[src/rtl/eepw_pkg.sv]
package eepw_pkg;
   typedef enum logic {
      PS_IDLE = 1'b0,
      PS_PROG = 1'b1
   } prog_state_e;
endpackage

[src/rtl/eepw_page_latch.sv]
module eepw_page_latch #(
   parameter int DATA_W = 8,
   parameter int DEPTH  = 16,
   localparam int COL_W = $clog2(DEPTH)
) (
   input  logic              clk,
   input  logic              rst_n,
   input  logic              clear,
   input  logic              col_load,
   input  logic [COL_W-1:0]  col_in,
   input  logic              wr,
   input  logic [DATA_W-1:0] wdata,
   input  logic [COL_W-1:0]  rd_idx,
   output logic [DATA_W-1:0] rd_data,
   output logic              rd_valid,
   output logic              any_valid
);
   logic [COL_W-1:0]  col_q;
   logic [DEPTH-1:0]  vld_w;
   logic [DATA_W-1:0] ent_w [DEPTH];

   if ((1 << COL_W) != DEPTH) begin : g_bad_depth
      $error("page latch depth must be a power of two");
   end

   always_ff @(posedge clk or negedge rst_n) begin
      if (!rst_n)        col_q <= '0;
      else if (col_load) col_q <= col_in;
      else if (wr)       col_q <= col_q + 1'b1;
   end

   for (genvar g = 0; g < DEPTH; g++) begin : g_entry
      logic              v_q;
      logic [DATA_W-1:0] d_q;
      always_ff @(posedge clk or negedge rst_n) begin
         if (!rst_n) begin
            v_q <= 1'b0;
            d_q <= '0;
         end else if (clear) begin
            v_q <= 1'b0;
         end else if (wr && col_q == COL_W'(g)) begin
            v_q <= 1'b1;
            d_q <= wdata;
         end
      end
      assign vld_w[g] = v_q;
      assign ent_w[g] = d_q;
   end

   assign rd_data   = ent_w[rd_idx];
   assign rd_valid  = vld_w[rd_idx];
   assign any_valid = |vld_w;

   AST_CLEAR_EMPTIES: assert property (@(posedge clk) disable iff (!rst_n)
      clear |=> !any_valid);
   AST_WRITE_FILLS: assert property (@(posedge clk) disable iff (!rst_n)
      (wr && !clear && !col_load) |=> any_valid);
endmodule

[src/rtl/eepw_wcycle_timer.sv]
module eepw_wcycle_timer
   import eepw_pkg::*;
#(
   parameter int CYCLES = 500000,
   parameter int SWEEP  = 16,
   parameter int IDX_W  = 4,
   localparam int CNT_W = $clog2(CYCLES)
) (
   input  logic             clk,
   input  logic             rst_n,
   input  logic             go,
   output logic             busy,
   output logic             sweep,
   output logic [IDX_W-1:0] idx,
   output logic             done
);
   prog_state_e      st_q;
   logic [CNT_W-1:0] cnt_q;

   if (CYCLES < SWEEP || CNT_W < IDX_W) begin : g_bad_cycles
      $error("write cycle must be at least one page sweep long");
   end

   assign busy  = (st_q == PS_PROG);
   assign done  = busy && (cnt_q == CNT_W'(CYCLES - 1));
   assign sweep = busy && (cnt_q < CNT_W'(SWEEP));
   assign idx   = cnt_q[IDX_W-1:0];

   always_ff @(posedge clk or negedge rst_n) begin
      if (!rst_n) begin
         st_q  <= PS_IDLE;
         cnt_q <= '0;
      end else if (st_q == PS_IDLE) begin
         cnt_q <= '0;
         if (go) st_q <= PS_PROG;
      end else if (done) begin
         st_q  <= PS_IDLE;
         cnt_q <= '0;
      end else begin
         cnt_q <= cnt_q + 1'b1;
      end
   end

   AST_CNT_BOUND: assert property (@(posedge clk) disable iff (!rst_n)
      busy |-> (cnt_q <= CNT_W'(CYCLES - 1)));
   AST_DONE_ENDS: assert property (@(posedge clk) disable iff (!rst_n)
      done |=> !busy);
   AST_GO_STARTS: assert property (@(posedge clk) disable iff (!rst_n)
      (go && !busy) |=> (busy && cnt_q == '0));
endmodule

[src/rtl/eeprom_page_writer.sv]
module eeprom_page_writer #(
   parameter int ADDR_W     = 9,
   parameter int DATA_W     = 8,
   parameter int PAGE_BYTES = 16,
   parameter int WCYC_CLKS  = 500000
) (
   input  logic              clk,
   input  logic              rst_n,
   input  logic              wp_i,
   input  logic              addr_load_i,
   input  logic [ADDR_W-1:0] addr_i,
   input  logic              bit_stb_i,
   input  logic              byte_stb_i,
   input  logic [DATA_W-1:0] byte_i,
   input  logic              data_ack_i,
   input  logic              start_i,
   input  logic              stop_i,
   output logic              busy_o,
   output logic              mem_we_o,
   output logic [ADDR_W-1:0] mem_addr_o,
   output logic [DATA_W-1:0] mem_wdata_o
);
   localparam int COL_W  = $clog2(PAGE_BYTES);
   localparam int PAGE_W = ADDR_W - COL_W;

   if (PAGE_W < 1) begin : g_bad_addr
      $error("address must be wider than the column index");
   end

   logic              load_g, bit_g, byte_g, ack_g, start_g, stop_g;
   logic              armed_q, commit, lat_clear, done;
   logic [PAGE_W-1:0] page_q;
   logic [COL_W-1:0]  idx;
   logic              sweep, rd_valid, any_valid;
   logic [DATA_W-1:0] rd_data;

   // every strobe is dropped while a programming cycle runs
   assign load_g  = addr_load_i & ~busy_o;
   assign bit_g   = bit_stb_i   & ~busy_o;
   assign byte_g  = byte_stb_i  & ~busy_o;
   assign ack_g   = data_ack_i  & ~busy_o;
   assign start_g = start_i     & ~busy_o;
   assign stop_g  = stop_i      & ~busy_o;

   assign commit    = stop_g & armed_q & any_valid & ~wp_i;
   assign lat_clear = load_g | start_g | (stop_g & ~commit) | done;

   always_ff @(posedge clk or negedge rst_n) begin
      if (!rst_n)                                 armed_q <= 1'b0;
      else if (load_g | bit_g | start_g | stop_g) armed_q <= 1'b0;
      else if (ack_g)                             armed_q <= 1'b1;
   end

   always_ff @(posedge clk or negedge rst_n) begin
      if (!rst_n)      page_q <= '0;
      else if (load_g) page_q <= addr_i[ADDR_W-1 -: PAGE_W];
   end

   eepw_page_latch #(.DATA_W(DATA_W), .DEPTH(PAGE_BYTES)) i_latch (
      .clk       (clk),
      .rst_n     (rst_n),
      .clear     (lat_clear),
      .col_load  (load_g),
      .col_in    (addr_i[COL_W-1:0]),
      .wr        (byte_g),
      .wdata     (byte_i),
      .rd_idx    (idx),
      .rd_data   (rd_data),
      .rd_valid  (rd_valid),
      .any_valid (any_valid)
   );

   eepw_wcycle_timer #(.CYCLES(WCYC_CLKS), .SWEEP(PAGE_BYTES), .IDX_W(COL_W)) i_timer (
      .clk   (clk),
      .rst_n (rst_n),
      .go    (commit),
      .busy  (busy_o),
      .sweep (sweep),
      .idx   (idx),
      .done  (done)
   );

   assign mem_we_o    = sweep & rd_valid;
   assign mem_addr_o  = {page_q, idx};
   assign mem_wdata_o = rd_data;

   AST_WE_ONLY_BUSY: assert property (@(posedge clk) disable iff (!rst_n)
      mem_we_o |-> busy_o);
   AST_START_NEEDS_ARM: assert property (@(posedge clk) disable iff (!rst_n)
      $rose(busy_o) |-> $past(stop_i && armed_q));
   AST_WP_BLOCKS: assert property (@(posedge clk) disable iff (!rst_n)
      $rose(busy_o) |-> !$past(wp_i));
   AST_PAGE_HELD: assert property (@(posedge clk) disable iff (!rst_n)
      (busy_o && $past(busy_o)) |-> $stable(page_q));
endmodule

[config.mk]
export PLATFORM = sky130hd
export DESIGN_NAME = eeprom_page_writer
export DESIGN_NICKNAME = d
export VERILOG_FILES = /design/src/rtl/eepw_pkg.sv /design/src/rtl/eepw_page_latch.sv /design/src/rtl/eepw_wcycle_timer.sv /design/src/rtl/eeprom_page_writer.sv
export SDC_FILE = /design/constraint.sdc
export NUM_CORES = 1
export LEC_CHECK = 0
export BUFFER_PORTS_ARGS = -buffer_cell sky130_fd_sc_hd__buf_2
export CAP_MARGIN = 20
export CORE_MARGIN = 2
export CORE_UTILIZATION = 45
export CTS_BUF_LIST = sky130_fd_sc_hd__clkbuf_2
export DETAILED_ROUTE_END_ITERATION = 8
export SLEW_MARGIN = 20
export SYNTH_ARGS = -nofsm -noshare
export SYNTH_HDL_FRONTEND = slang
export SYNTH_SLANG_ARGS = --single-unit
[constraint.sdc]
create_clock -name clk -period 2.1 [get_ports clk]
set_input_delay 0.21 -clock clk [delete_from_list [all_inputs] [get_ports clk]]
set_output_delay 0.21 -clock clk [all_outputs]
set_load 0.1 [all_outputs]
==> reports/summary.json, run 1 <==
{
  "grt": {
    "globalRouteMet3Util_pct": 3.80,
    "gr-usage-met1_pct": 30.7,
    "number_of_antenna_violations_at_the_first_check_in_global_routing": 1,
    "overflow": 0,
    "grt_most_used_layer": "met2",
    "first_global_vias": 6473,
    "gr-usage-all-layers_pct": 21.6,
    "grt_pass1_wl_um": 34600,
    "grt_start_max_net_pins": 70,
    "global_route_met2_usage_pct": 35.2
  },
  "sta": {
    "setup-tns-final_ns": -8.97,
    "hold_violation_count_in_the_final_report": 0,
    "final_max_slew_viol_count": 0,
    "postLayoutSetupSlackWorst_ns": -0.750,
    "finalSetupViolCount": 45,
    "setup_repair_after_global_routing_missed_its_margin": "yes",
    "max_slew_margin_pct": 65.3,
    "post-route-period-util_pct": 136,
    "max_slew.worst_pin.slew_ns": 0.520,
    "fin_worst_skew_ns": 0.0334,
    "max_clk_rate_mhz": 351,
    "finalCriticalPeriod_ns": 2.85
  },
  "place": {
    "placedCellCount": 1000,
    "place.detailed.hpwl_um": 14200,
    "io_buffers": 44,
    "gp_routability_congestion": 0.844
  },
  "layout": {
    "fin_nets": 855,
    "instances_no_fill": 1098,
    "layout.cells.most_common": "sky130_fd_sc_hd__dfrtp_1",
    "layout_cell_share_with_drive_strength_beyond_1_pct": 52.0,
    "leading_cell_types_in_the_layout_fill_and_taps_excluded": "sky130_fd_sc_hd__dfrtp_1, sky130_fd_sc_hd__mux2_2, sky130_fd_sc_hd__buf_4",
    "final_design_utilization_pct": 60.8,
    "area_growth_syn_to_layout_pct": 31.4
  },
  "route": {
    "drtIter0Drc": 392,
    "drtPass1Iterations": 4,
    "antenna_violating_nets_post_route": 0,
    "drt-total-wl_um": 22100,
    "avgRoutedWirePerCell_um": 20.1,
    "routed_via_count_divided_by_cell_count": 5.72,
    "drc": 0,
    "num_vias": 6278
  },
  "logic_synthesis": {
    "synth_area_per_cell_um2": 13.1,
    "number_of_distinct_library_cells_after_synthesis": 61,
    "sequential_fraction_of_the_synthesis_area_pct": 49.8,
    "syn-cell-area_mm2": 0.00875,
    "synth_enable_flop_cells": 0,
    "synthCells": 669,
    "synth.area.mux_share_pct": 26.4,
    "library_cell_with_the_largest_summed_area_after_synthesis": "sky130_fd_sc_hd__dfrtp_1",
    "combinational_family_with_the_most_area_after_synthesis": "multiplexers",
    "yosys_warns": 0,
    "synth-compound-area-share_pct": 9.71,
    "ys_async_sr_fraction_pct": 100,
    "synthDominantCellAreaShare_pct": 49.8,
    "ys_top_cells_by_area": "sky130_fd_sc_hd__dfrtp_1, sky130_fd_sc_hd__mux2_2, sky130_fd_sc_hd__mux4_2",
    "synth-xor-area-share_pct": 1.20,
    "flip_flop_cell_with_the_highest_count_after_synthesis": "sky130_fd_sc_hd__dfrtp_1",
    "synth.ff_latch_count": 174,
    "arithmetic_cell_share_of_the_synthesized_area_counting_full_adders_half_adders_and_majority_gates_pct": 0.715,
    "synthSimpleGateAreaFrac_pct": 9.13,
    "synth.net_count": 700
  },
  "floorplan": {
    "die_x_um": 143,
    "std_cell_rows": 50,
    "die_area_mm2": 0.0206,
    "pin_count": 45,
    "core_area_mm2": 0.0189,
    "die_h_um": 143,
    "initial_utilization_pct": 46.3
  },
  "outcome": {
    "failed_checks": "setup timing",
    "status": "finished with violations"
  },
  "clocking": {
    "tritoncts_num_sinks": 174,
    "worstSkewPairLatency_ns": 0.75,
    "cts_tree": "built",
    "cts_made_buffers": 17,
    "cts-root-buf": "sky130_fd_sc_hd__clkbuf_2",
    "clock_tree.buffer_depth": 2,
    "cts.reportedPaths.clkPinSlew_ns": 0.30,
    "cts_max_level": 4
  },
  "run": {
    "cap_violations": 0
  },
  "setup_path": {
    "crit_arrival_ns": 2.64,
    "critPathLaunchType": "register",
    "worstSetupPathType": "register to primary output",
    "setup.worst_path.end_class": "primary output",
    "critical_path_required_ns": 1.89,
    "critical_path.max_fanout": 9
  },
  "power_and_ir_drop": {
    "vdd.ir_drop.worst_mv": 0.573,
    "power.leakage_nw": 5.45,
    "power_per_cell_area_mw_per_mm2": 492,
    "p_total_mw": 5.66
  },
  "min_path": {
    "hold_path_class": "input pin to register"
  }
}
-- cell families (layout without fill, tap and decap cells) --
| kind of cell | count (synthesis) | in the layout |
|---|---|---|
| DFF | 174 | 174 |
| AOI/OAI and AO/OA | 108 | 108 |
| buffers and inverters | 54 | 222 |
| muxes | 186 | 186 |
| adders and majority gates | 5 | 5 |
| other | 0 | 1 |
| xor gates and xnor gates | 12 | 12 |
| and+or+nand+nor | 130 | 130 |
-- per-stage QoR --
stage / area [um2] / hold WS (ns) / setup WS [ns]
global route: 11500 / 0.0643 / -0.898
global placement: 10100 / 0.190 / -0.0255
CTS: 10900 / 0.00351 / -0.791
detailed placement: 10100 / 0.195 / -0.0257
floorplan: 8830 / -0.0856 / -0.0567
finish: 11500 / 0.103 / -0.750
-- timing repair --
item / CTS / global route
resized for setup: 33 / 61
hold buffers: 31 / 0
pin swaps: 2 / 32
endpoints found under the hold margin: 307 / 0
cloned: 0 / 5
setup endpoints to repair: 20 / 145
buffers inserted: 3 / 26
-- where the power goes --
part / internal, mW / switching, mW / leakage (nW)
Clock: 0.526 / 1.38 / 0.164
Sequential: 3.38 / 0.0163 / 2.39
Combinational: 0.123 / 0.229 / 2.90
Total: 4.03 / 1.63 / 5.45
-- final timing paths --
kind	start	to	slack (ns)	depth (start not counted)
worst min register to register	i_latch.g_entry[4].d_q[6]	i_latch.g_entry[4].d_q[6]	0.54	1
max in group asynchronous	rst_n	i_latch.g_entry[14].d_q[0]	1.13	5
worst max register to register	i_timer.cnt_q[0]	i_latch.g_entry[2].v_q	-0.12	8
worst min-delay path	addr_load_i	i_latch.col_q[3]	0.10	5
min in group asynchronous	rst_n	i_timer.cnt_q[13]	0.51	4
worst max-delay path	i_timer.cnt_q[0]	mem_wdata_o[7]	-0.75	8
-- flip-flops by register name, indices dropped and copies added, names as in the netlist --
signal / count
i_timer.busy: 1
armed_q: 1
i_latch.g_entry.d_q: 128
i_latch.col_q: 4
page_q: 5
i_timer.cnt_q: 19
i_latch.g_entry.v_q: 16
-- cell usage after synthesis, drive strengths merged, types with 8 or more instances --
master / instances
nand2: 20
nand3: 15
dfrtp: 174
nor4: 13
mux4: 20
o21ai: 19
a22oi: 9
a21oi: 40
buf: 29
nand4: 8
xnor2: 11
mux2i: 33
a221oi: 16
nor2: 21
nor3: 11
mux2: 133
clkbuf: 18
-- final cells by class --
cell class / count / area [um2]
inverters: 7 / 32.5
fillers: 1470 / 7400
multi-input cells: 441 / 4560
diodes: 1 / 2.50
flip-flops and latches: 174 / 4370
clock inverters: 15 / 195
clock buffers: 17 / 85.1
repair buffers: 183 / 1920
well taps: 260 / 325
-- metal layers --
metal	vias up	share of wire, %
met5	-	0
met4	0	1.2
met3	19	3.3
met2	126	49
met1	3284	46
li1	2849	-
-- worst max-delay path: stages, from the launching register on --
cell,delay (ns)
sky130_fd_sc_hd__dfrtp_4,0.57
sky130_fd_sc_hd__buf_4,0.17
sky130_fd_sc_hd__clkbuf_16,0.17
sky130_fd_sc_hd__mux2i_1,0.13
sky130_fd_sc_hd__a221oi_1,0.34
sky130_fd_sc_hd__buf_4,0.18
sky130_fd_sc_hd__a22oi_2,0.06
sky130_fd_sc_hd__nand2_4,0.09
sky130_fd_sc_hd__buf_12,0.17
Note: power is estimated with default switching activity, not from simulation.
==> inputs of run 2 (changes only) <==
Settings changed: ABC_AREA set to 1.
==> run 2 against run 1 <==
  * Synthesized cell count up 78%
  * Highest routed layer unchanged
  * The flow still finishes with violations (setup timing)
  * Worst setup slack gained 0.048 ns
  * Clock power rose by 2%
==> reports/summary.json, run 2 <==
{
  "sta": {
    "finalSetupViolCount": {"value": 10, "change": "-78%"},
    "setup_repair_after_global_routing_missed_its_margin": "yes",
    "finalCriticalPeriod": {"value": 2.80, "unit": "ns", "change": "-0.0484 ns"},
    "post-route-period-util": {"value": 133, "unit": "%", "change": "-2.3 points"},
    "postLayoutSetupSlackWorst": {"value": -0.701, "unit": "ns", "change": "+0.0484 ns"},
    "max_slew_margin": {"value": 55.7, "unit": "%", "change": "-9.6 points"},
    "hold_violation_count_in_the_final_report": {"value": 0, "change": "unchanged"},
    "final_max_slew_viol_count": {"value": 0, "change": "unchanged"},
    "max_clk_rate": {"value": 357, "unit": "MHz", "change": "+1.7%"},
    "max_slew.worst_pin.slew": {"value": 0.664, "unit": "ns", "change": "+0.144 ns"},
    "fin_worst_skew": {"value": 0.0381, "unit": "ns", "change": "+0.00474 ns"}
  },
  "setup_path": {
    "critical_path.max_fanout": {"value": 6, "change": "-3"},
    "critical_path_required": {"value": 1.89, "unit": "ns", "change": "about the same"},
    "setup.worst_path.end_class": "primary output",
    "critPathLaunchType": "register",
    "worstSetupPathType": "register to primary output",
    "crit_arrival": {"value": 2.59, "unit": "ns", "change": "-0.05 ns"}
  },
  "grt": {
    "first_global_vias": {"value": 8722, "change": "+35%"},
    "grt_start_max_net_pins": {"value": 66, "change": "-5.7%"},
    "globalRouteMet3Util": {"value": 5.34, "unit": "%", "change": "+1.5 points"},
    "grt_most_used_layer": "met2",
    "number_of_antenna_violations_at_the_first_check_in_global_routing": {"value": 1, "change": "unchanged"},
    "global_route_met2_usage": {"value": 47.1, "unit": "%", "change": "+12 points"},
    "grt_pass1_wl": {"value": 48700, "unit": "um", "change": "+41%"},
    "overflow": {"value": 0, "change": "unchanged"},
    "gr-usage-met1": {"value": 39.8, "unit": "%", "change": "+9.2 points"},
    "gr-usage-all-layers": {"value": 29.1, "unit": "%", "change": "+7.5 points"}
  },
  "floorplan": {
    "pin_count": {"value": 45, "change": "unchanged"},
    "initial_utilization": {"value": 45.6, "unit": "%", "change": "-0.71 points"},
    "core_area": {"value": 0.0201, "unit": "mm2", "change": "+6.4%"},
    "die_area": {"value": 0.0215, "unit": "mm2", "change": "+4.6%"},
    "std_cell_rows": {"value": 52, "change": "+4.0%"},
    "die_h": {"value": 147, "unit": "um", "change": "+2.3%"},
    "die_x": {"value": 147, "unit": "um", "change": "+2.3%"}
  },
  "clocking": {
    "cts_made_buffers": {"value": 17, "change": "unchanged"},
    "cts_max_level": {"value": 4, "change": "unchanged"},
    "tritoncts_num_sinks": {"value": 174, "change": "unchanged"},
    "cts.reportedPaths.clkPinSlew": {"value": 0.23, "unit": "ns", "change": "-0.07 ns"},
    "cts_tree": "built",
    "cts-root-buf": "sky130_fd_sc_hd__clkbuf_2",
    "clock_tree.buffer_depth": {"value": 2, "change": "unchanged"},
    "worstSkewPairLatency": {"value": 0.74, "unit": "ns", "change": "about the same"}
  },
  "place": {
    "placedCellCount": {"value": 1507, "change": "+51%"},
    "placed_instance_area": {"value": 0.0103, "unit": "mm2", "change": "+2.2%"},
    "gp_routability_congestion": {"value": 0.862, "change": "+2.1%"},
    "place.detailed.hpwl": {"value": 19800, "unit": "um", "change": "+40%"},
    "dp_slack": {"value": -0.0119, "unit": "ns", "change": "+0.0138 ns"},
    "io_buffers": {"value": 44, "change": "unchanged"}
  },
  "logic_synthesis": {
    "synth_area_per_cell": {"value": 7.70, "unit": "um2", "change": "-41%"},
    "syn-cell-area": {"value": 0.00917, "unit": "mm2", "change": "+4.8%"},
    "number_of_distinct_library_cells_after_synthesis": {"value": 30, "change": "-51%"},
    "synthDominantCellAreaShare": {"value": 47.5, "unit": "%", "change": "-2.3 points"},
    "ys_async_sr_fraction": {"value": 100, "unit": "%", "change": "unchanged"},
    "synth_most_common_cell": "sky130_fd_sc_hd__nand2_1",
    "synth.net_count": {"value": 1222, "change": "+75%"},
    "yosys-top-cells-count": "sky130_fd_sc_hd__nand2_1, sky130_fd_sc_hd__dfrtp_1, sky130_fd_sc_hd__nand4_1, sky130_fd_sc_hd__nor2_1, sky130_fd_sc_hd__inv_1",
    "synth_enable_flop_cells": {"value": 0, "change": "unchanged"},
    "sequential_fraction_of_the_synthesis_area": {"value": 47.5, "unit": "%", "change": "-2.3 points"},
    "synthCells": {"value": 1191, "change": "+78%"},
    "library_cell_with_the_largest_summed_area_after_synthesis": "sky130_fd_sc_hd__dfrtp_1",
    "ys_top_cells_by_area": "sky130_fd_sc_hd__dfrtp_1, sky130_fd_sc_hd__nand2_1, sky130_fd_sc_hd__nand4_1",
    "yosys_warns": {"value": 0, "change": "unchanged"},
    "synth.ff_latch_count": {"value": 174, "change": "unchanged"},
    "flip_flop_cell_with_the_highest_count_after_synthesis": "sky130_fd_sc_hd__dfrtp_1"
  },
  "route": {
    "routed_via_count_divided_by_cell_count": {"value": 5.73, "change": "+0.26%"},
    "drt-total-wl": {"value": 31300, "unit": "um", "change": "+42%"},
    "avgRoutedWirePerCell": {"value": 19.5, "unit": "um", "change": "-2.8%"},
    "antenna_violating_nets_post_route": {"value": 0, "change": "unchanged"},
    "drtIter0Drc": {"value": 741, "change": "+89%"},
    "drtPass1Iterations": {"value": 6, "change": "+2"},
    "drc": {"value": 0, "change": "unchanged"},
    "num_vias": {"value": 9172, "change": "+46%"}
  },
  "layout": {
    "area_growth_syn_to_layout_pct": 28.1,
    "n_fill_cell": {"value": 1811, "change": "+23%"},
    "layout_cell_share_with_drive_strength_beyond_1": {"value": 21.2, "unit": "%", "change": "-31 points"},
    "register_ranked_first_by_flip_flop_count": "i_latch.g_entry.d_q",
    "design_area": {"value": 0.0117, "unit": "mm2", "change": "+2.2%"},
    "instances_no_fill": {"value": 1600, "change": "+46%"},
    "fin_nets": {"value": 1349, "change": "+58%"},
    "largest_reg_flops": {"value": 128, "change": "unchanged"},
    "layout.cells.most_common": "sky130_fd_sc_hd__nand2_1",
    "leading_cell_types_in_the_layout_fill_and_taps_excluded": "sky130_fd_sc_hd__nand2_1, sky130_fd_sc_hd__dfrtp_1, sky130_fd_sc_hd__nand4_1",
    "biggestRegsByFlops": "i_latch.g_entry.d_q x128, i_timer.cnt_q x19, i_latch.g_entry.v_q x16"
  },
  "power_and_ir_drop": {
    "vdd.ir_drop.worst": {"value": 0.316, "unit": "mV", "change": "-45%"},
    "p_total": {"value": 5.62, "unit": "mW", "change": "-0.62%"},
    "power_per_cell_area": {"value": 479, "unit": "mW/mm2", "change": "-2.8%"},
    "power.leakage": {"value": 5.62, "unit": "nW", "change": "+3.1%"}
  },
  "min_path": {
    "hold_path_class": "input pin to register"
  },
  "run": {
    "cap_violations": {"value": 0, "change": "unchanged"}
  },
  "outcome": {
    "status": "finished with violations",
    "failed_checks": "setup timing"
  }
}
## run 2: critical path: stages (launching register included)
cell	delay [ns]
sky130_fd_sc_hd__dfrtp_4	0.55
sky130_fd_sc_hd__buf_12	0.16
sky130_fd_sc_hd__clkinv_8	0.06
sky130_fd_sc_hd__buf_12	0.11
sky130_fd_sc_hd__nor2_1	0.04
sky130_fd_sc_hd__o211ai_1	0.33
sky130_fd_sc_hd__o2111ai_2	0.23
sky130_fd_sc_hd__nand2_2	0.18
sky130_fd_sc_hd__buf_12	0.19
## run 2: final timing paths
path | from | endpoint | slack (ns) | cells past startpoint
hold / removal | start_i | i_latch.g_entry[6].d_q[6] | 0.12 | 7
max in group asynchronous | rst_n | i_latch.g_entry[0].d_q[4] | 1.05 | 4
min in group asynchronous | rst_n | i_latch.g_entry[13].d_q[0] | 0.45 | 3
setup reg to reg | i_timer.cnt_q[0] | i_timer.cnt_q[14] | 0.03 | 13
hold reg to reg | i_latch.g_entry[0].d_q[4] | i_latch.g_entry[0].d_q[4] | 0.50 | 2
setup / recovery | i_timer.cnt_q[0] | mem_wdata_o[4] | -0.70 | 8
## run 2: where the power goes
group	switching, mW	internal [mW]
Clock	1.19	0.767
Sequential	0.00884	3.37
Combinational	0.211	0.0795
## run 2: routing by layer
layer / part of all wire [%] / vias up
met1: 43 / 4485
met4: 2.9 / 0
li1: - / 4282
met2: 48 / 346
met3: 5.8 / 59
met5: 0 / -
## run 2: stage by stage
step	hold slack, ns	setup TNS [ns]	util, %
after floorplan	-0.0856	0	-
after global placement	0.253	-0.0558	51.3
after detailed placement	0.263	-0.0672	51.3
after CTS	0.0537	-6.19	56.6
after global routing	0.0676	-7.48	58.4
final	0.122	-5.92	58.4
## run 2: what timing repair did
item                                    in CTS  in global routing
gates resized for setup                     61                 56
hold buffers                                37                  0
buffers inserted                             8                  8
endpoints found under the setup margin      66                161
hold endpoints to repair                   313                  0
gates cloned                                 3                  6
pin swaps                                   20                 28
## run 2: cell families after synthesis
group | count (synthesis) | share of synthesized area (%)
buffers and inverters | 156 | 6.95
and+or+nand+nor | 725 | 36.3
adders and majority gates | 5 | 0.683
AOI/OAI and AO/OA | 127 | 8.16
DFF | 174 | 47.5
xor gates and xnor gates | 4 | 0.382
## run 2: area by class of cell
type / instances / area, um2 / share of cell area, %
well taps: 270 / 338 / 2.88
inverters: 73 / 297 / 2.53
flip-flops and latches: 174 / 4360 / 37.2
multi-input cells: 862 / 4500 / 38.3
clock buffers: 18 / 90.1 / 0.767
clock inverters: 12 / 171 / 1.46
repair buffers: 190 / 1980 / 16.9
diodes: 1 / 2.50 / 0.0213
==> inputs of run 3 (changes only) <==
Settings changed: REMOVE_ABC_BUFFERS set to 1.
==> run 3 against run 2 <==
  * The run still ends with setup timing left
  * Clock power decreased by 3%
  * Clock-buffer cell count decreased by 1
  * Combinational power about the same
  * Sequential power about the same
  * Register-to-register slack about the same
  * Sequential share of layout area decreased by 0.55 points
  * Via count about the same
  * Critical path type unchanged
  * Critical endpoint unchanged
  * Largest power group unchanged
  * Highest routed layer unchanged
==> reports/summary.json, run 3 (synthesis gave the netlist of run 2 again) <==
{
  "power_and_ir_drop": {
    "vdd.ir_drop.worst": {"value": 0.492, "unit": "mV", "change": "+56%"},
    "p_total": {"value": 5.56, "unit": "mW", "change": "-1.1%"},
    "power.leakage": {"value": 5.62, "unit": "nW", "change": "about the same"},
    "power_per_cell_area": {"value": 466, "unit": "mW/mm2", "change": "-2.5%"}
  },
  "floorplan": {
    "pin_count": {"value": 45, "change": "unchanged"},
    "die_h": {"value": 147, "unit": "um", "change": "unchanged"},
    "core_area": {"value": 0.0201, "unit": "mm2", "change": "unchanged"},
    "die_area": {"value": 0.0215, "unit": "mm2", "change": "unchanged"},
    "initial_utilization": {"value": 45.6, "unit": "%", "change": "unchanged"},
    "die_x": {"value": 147, "unit": "um", "change": "unchanged"},
    "std_cell_rows": {"value": 52, "change": "unchanged"}
  },
  "grt": {
    "globalRouteMet3Util": {"value": 5.12, "unit": "%", "change": "-0.22 points"},
    "gr-usage-met1": {"value": 41.2, "unit": "%", "change": "+1.3 points"},
    "grt_start_max_net_pins": {"value": 52, "change": "-21%"},
    "first_global_vias": {"value": 8660, "change": "-0.71%"},
    "grt_most_used_layer": "met2",
    "grt_pass1_wl": {"value": 48400, "unit": "um", "change": "-0.50%"},
    "number_of_antenna_violations_at_the_first_check_in_global_routing": {"value": 1, "change": "unchanged"},
    "global_route_met2_usage": {"value": 44.7, "unit": "%", "change": "-2.4 points"},
    "overflow": {"value": 0, "change": "unchanged"},
    "gr-usage-all-layers": {"value": 28.8, "unit": "%", "change": "-0.37 points"}
  },
  "sta": {
    "hold_violation_count_in_the_final_report": {"value": 0, "change": "unchanged"},
    "max_slew.worst_pin.slew": {"value": 0.524, "unit": "ns", "change": "-0.140 ns"},
    "finalCriticalPeriod": {"value": 2.71, "unit": "ns", "change": "-0.0879 ns"},
    "post-route-period-util": {"value": 129, "unit": "%", "change": "-4.2 points"},
    "max_clk_rate": {"value": 369, "unit": "MHz", "change": "+3.2%"},
    "final_max_slew_viol_count": {"value": 0, "change": "unchanged"},
    "max_slew_margin": {"value": 65.1, "unit": "%", "change": "+9.4 points"},
    "setup_repair_after_global_routing_missed_its_margin": "yes",
    "setup-tns-final": {"value": -5.23, "unit": "ns", "change": "+0.690 ns"},
    "fin_worst_skew": {"value": 0.0318, "unit": "ns", "change": "-0.00637 ns"},
    "postLayoutSetupSlackWorst": {"value": -0.614, "unit": "ns", "change": "+0.0879 ns"},
    "finalSetupViolCount": {"value": 9, "change": "-1"}
  },
  "layout": {
    "register_ranked_first_by_flip_flop_count": "i_latch.g_entry.d_q",
    "area_growth_syn_to_layout_pct": 30.0,
    "largest_reg_flops": {"value": 128, "change": "unchanged"},
    "fin_nets": {"value": 1338, "change": "-0.82%"},
    "instances_no_fill": {"value": 1591, "change": "-0.56%"},
    "biggestRegsByFlops": "i_latch.g_entry.d_q x128, i_timer.cnt_q x19, i_latch.g_entry.v_q x16",
    "layout_cell_share_with_drive_strength_beyond_1": {"value": 21.7, "unit": "%", "change": "+0.45 points"},
    "layout.cells.most_common": "sky130_fd_sc_hd__nand2_1",
    "leading_cell_types_in_the_layout_fill_and_taps_excluded": "sky130_fd_sc_hd__nand2_1, sky130_fd_sc_hd__dfrtp_1, sky130_fd_sc_hd__nand4_1"
  },
  "outcome": {
    "failed_checks": "setup timing",
    "status": "finished with violations"
  },
  "setup_path": {
    "setup.worst_path.end": "mem_wdata_o[4]",
    "critical_path.startpoint": "i_timer.cnt_q[0]",
    "critical_path_required": {"value": 1.89, "unit": "ns", "change": "about the same"},
    "path_cells": "buf_6 -> clkbuf_16 -> a21oi_2 -> o21ai_4 -> o211ai_1 -> o2111ai_2 -> nand2_2 -> buf_12",
    "critical_path.max_stage_delay": {"value": 0.57, "unit": "ns", "change": "+0.02 ns"},
    "ff2ff_setup_slack": {"value": 0.02, "unit": "ns", "change": "about the same"},
    "setup.worst_path.end_class": "primary output",
    "critPathLaunchType": "register",
    "worstSetupPathType": "register to primary output",
    "critPathSlowestCell": "sky130_fd_sc_hd__dfrtp_4",
    "reg2regPathDepth": {"value": 11, "change": "-2"},
    "regToRegStartpoint": "i_timer.cnt_q[0]",
    "regToRegEndpoint": "i_latch.g_entry[11].d_q[2]",
    "crit_arrival": {"value": 2.50, "unit": "ns", "change": "-0.09 ns"},
    "critical_path.max_fanout": {"value": 5, "change": "-1"}
  },
  "clocking": {
    "cts_tree": "built",
    "cts.reportedPaths.clkPinSlew": {"value": 0.25, "unit": "ns", "change": "+0.02 ns"},
    "cts-root-buf": "sky130_fd_sc_hd__clkbuf_2",
    "cts_made_buffers": {"value": 17, "change": "unchanged"},
    "worstSkewPairLatency": {"value": 0.75, "unit": "ns", "change": "about the same"},
    "cts_max_level": {"value": 4, "change": "unchanged"},
    "tritoncts_num_sinks": {"value": 174, "change": "unchanged"},
    "clock_tree.buffer_depth": {"value": 2, "change": "unchanged"}
  },
  "min_path": {
    "hold_path_class": "input pin to register",
    "hold_path_startpoint": "stop_i"
  },
  "route": {
    "drtPass1Iterations": {"value": 7, "change": "+1"},
    "antenna_violating_nets_post_route": {"value": 0, "change": "unchanged"},
    "drc": {"value": 0, "change": "unchanged"},
    "drt-total-wl": {"value": 32000, "unit": "um", "change": "+2.3%"},
    "num_vias": {"value": 9163, "change": "-0.098%"},
    "routed_via_count_divided_by_cell_count": {"value": 5.76, "change": "+0.47%"},
    "drtIter0Drc": {"value": 850, "change": "+15%"},
    "avgRoutedWirePerCell": {"value": 20.1, "unit": "um", "change": "+2.9%"}
  },
  "place": {
    "place.detailed.hpwl": {"value": 18600, "unit": "um", "change": "-6.5%"},
    "io_buffers": {"value": 44, "change": "unchanged"},
    "gp_routability_congestion": {"value": 0.849, "change": "-1.5%"},
    "placedCellCount": {"value": 1482, "change": "-1.7%"},
    "dp_slack": {"value": -0.0341, "unit": "ns", "change": "-0.0223 ns"}
  },
  "run": {
    "cap_violations": {"value": 0, "change": "unchanged"}
  }
}
-- run 3: changes by cell type in the layout (fill, tap and decap cells not counted), moves of 5 or more --
cell	change
sky130_fd_sc_hd__nor2_1	-6
sky130_fd_sc_hd__nor2_2	+6
sky130_fd_sc_hd__nand2_1	-5
sky130_fd_sc_hd__a21oi_1	-5
sky130_fd_sc_hd__buf_4	-19
sky130_fd_sc_hd__nand4_4	+5
sky130_fd_sc_hd__nand2_2	+6
sky130_fd_sc_hd__o21ai_0	-8
sky130_fd_sc_hd__o21ai_1	+5
sky130_fd_sc_hd__buf_12	+5
-- run 3: stage by stage --
stage,hold slack (ns),instance area (um2),util [%]
after global placement,0.188,10200,50.5
final,0.295,11900,59.2
after detailed placement,0.188,10200,50.5
after floorplan,-0.0856,8800,-
after global routing,0.253,11900,59.2
after CTS,0.0166,11200,55.7
-- run 3: worst min path at each step --
stage                                endpoint  cells past startpoint  slack (ns)
floorplan                             armed_q                      0       -0.09
global placement            i_timer.cnt_q[14]                      1        0.19
detailed placement          i_timer.cnt_q[14]                      1        0.19
CTS                         i_timer.cnt_q[16]                      3        0.02
global route                          armed_q                      4        0.25
finish              i_latch.g_entry[3].d_q[2]                      6        0.30
-- run 3: layout make-up --
cell class	instances	area, um2
clock buffers	17	85.1
flip-flops and latches	174	4360
repair inverters	1	8.76
diodes	1	2.50
clock inverters	15	171
inverters	73	293
multi-input cells	862	4620
fillers	1772	8190
well taps	270	338
repair buffers	178	2030
-- run 3: timing repair --
| item | CTS | global route |
|---|---|---|
| cloned | 4 | 9 |
| buffers inserted | 7 | 20 |
| pin swaps | 34 | 35 |
| setup endpoints to repair | 11 | 160 |
| gates resized for setup | 72 | 77 |
| hold buffers | 38 | 1 |
| hold endpoints to repair | 313 | 44 |
-- run 3: where the power goes --
group | leakage (nW) | switching [mW] | internal (mW) | total (mW)
clock | 0.141 | 1.23 | 0.658 | 1.89
combinational | 3.08 | 0.210 | 0.0802 | 0.291
sequential | 2.40 | 0.00948 | 3.37 | 3.38
total | 5.62 | 1.45 | 4.11 | 5.56
-- run 3: routing by layer --
metal / share of wire, % / wire [um]
met5: 0 / 0
met4: 2.3 / 728
met3: 7.1 / 2260
met2: 48 / 15400
met1: 43 / 13600
-- run 3: critical path, delay by kind of cell, from the launching register on --
kind	cells	cell delay, ns
AO/OA/AOI/OAI	4	0.60
buffers and inverters	3	0.50
flip-flops	1	0.57
AND/OR/NAND/NOR	1	0.11
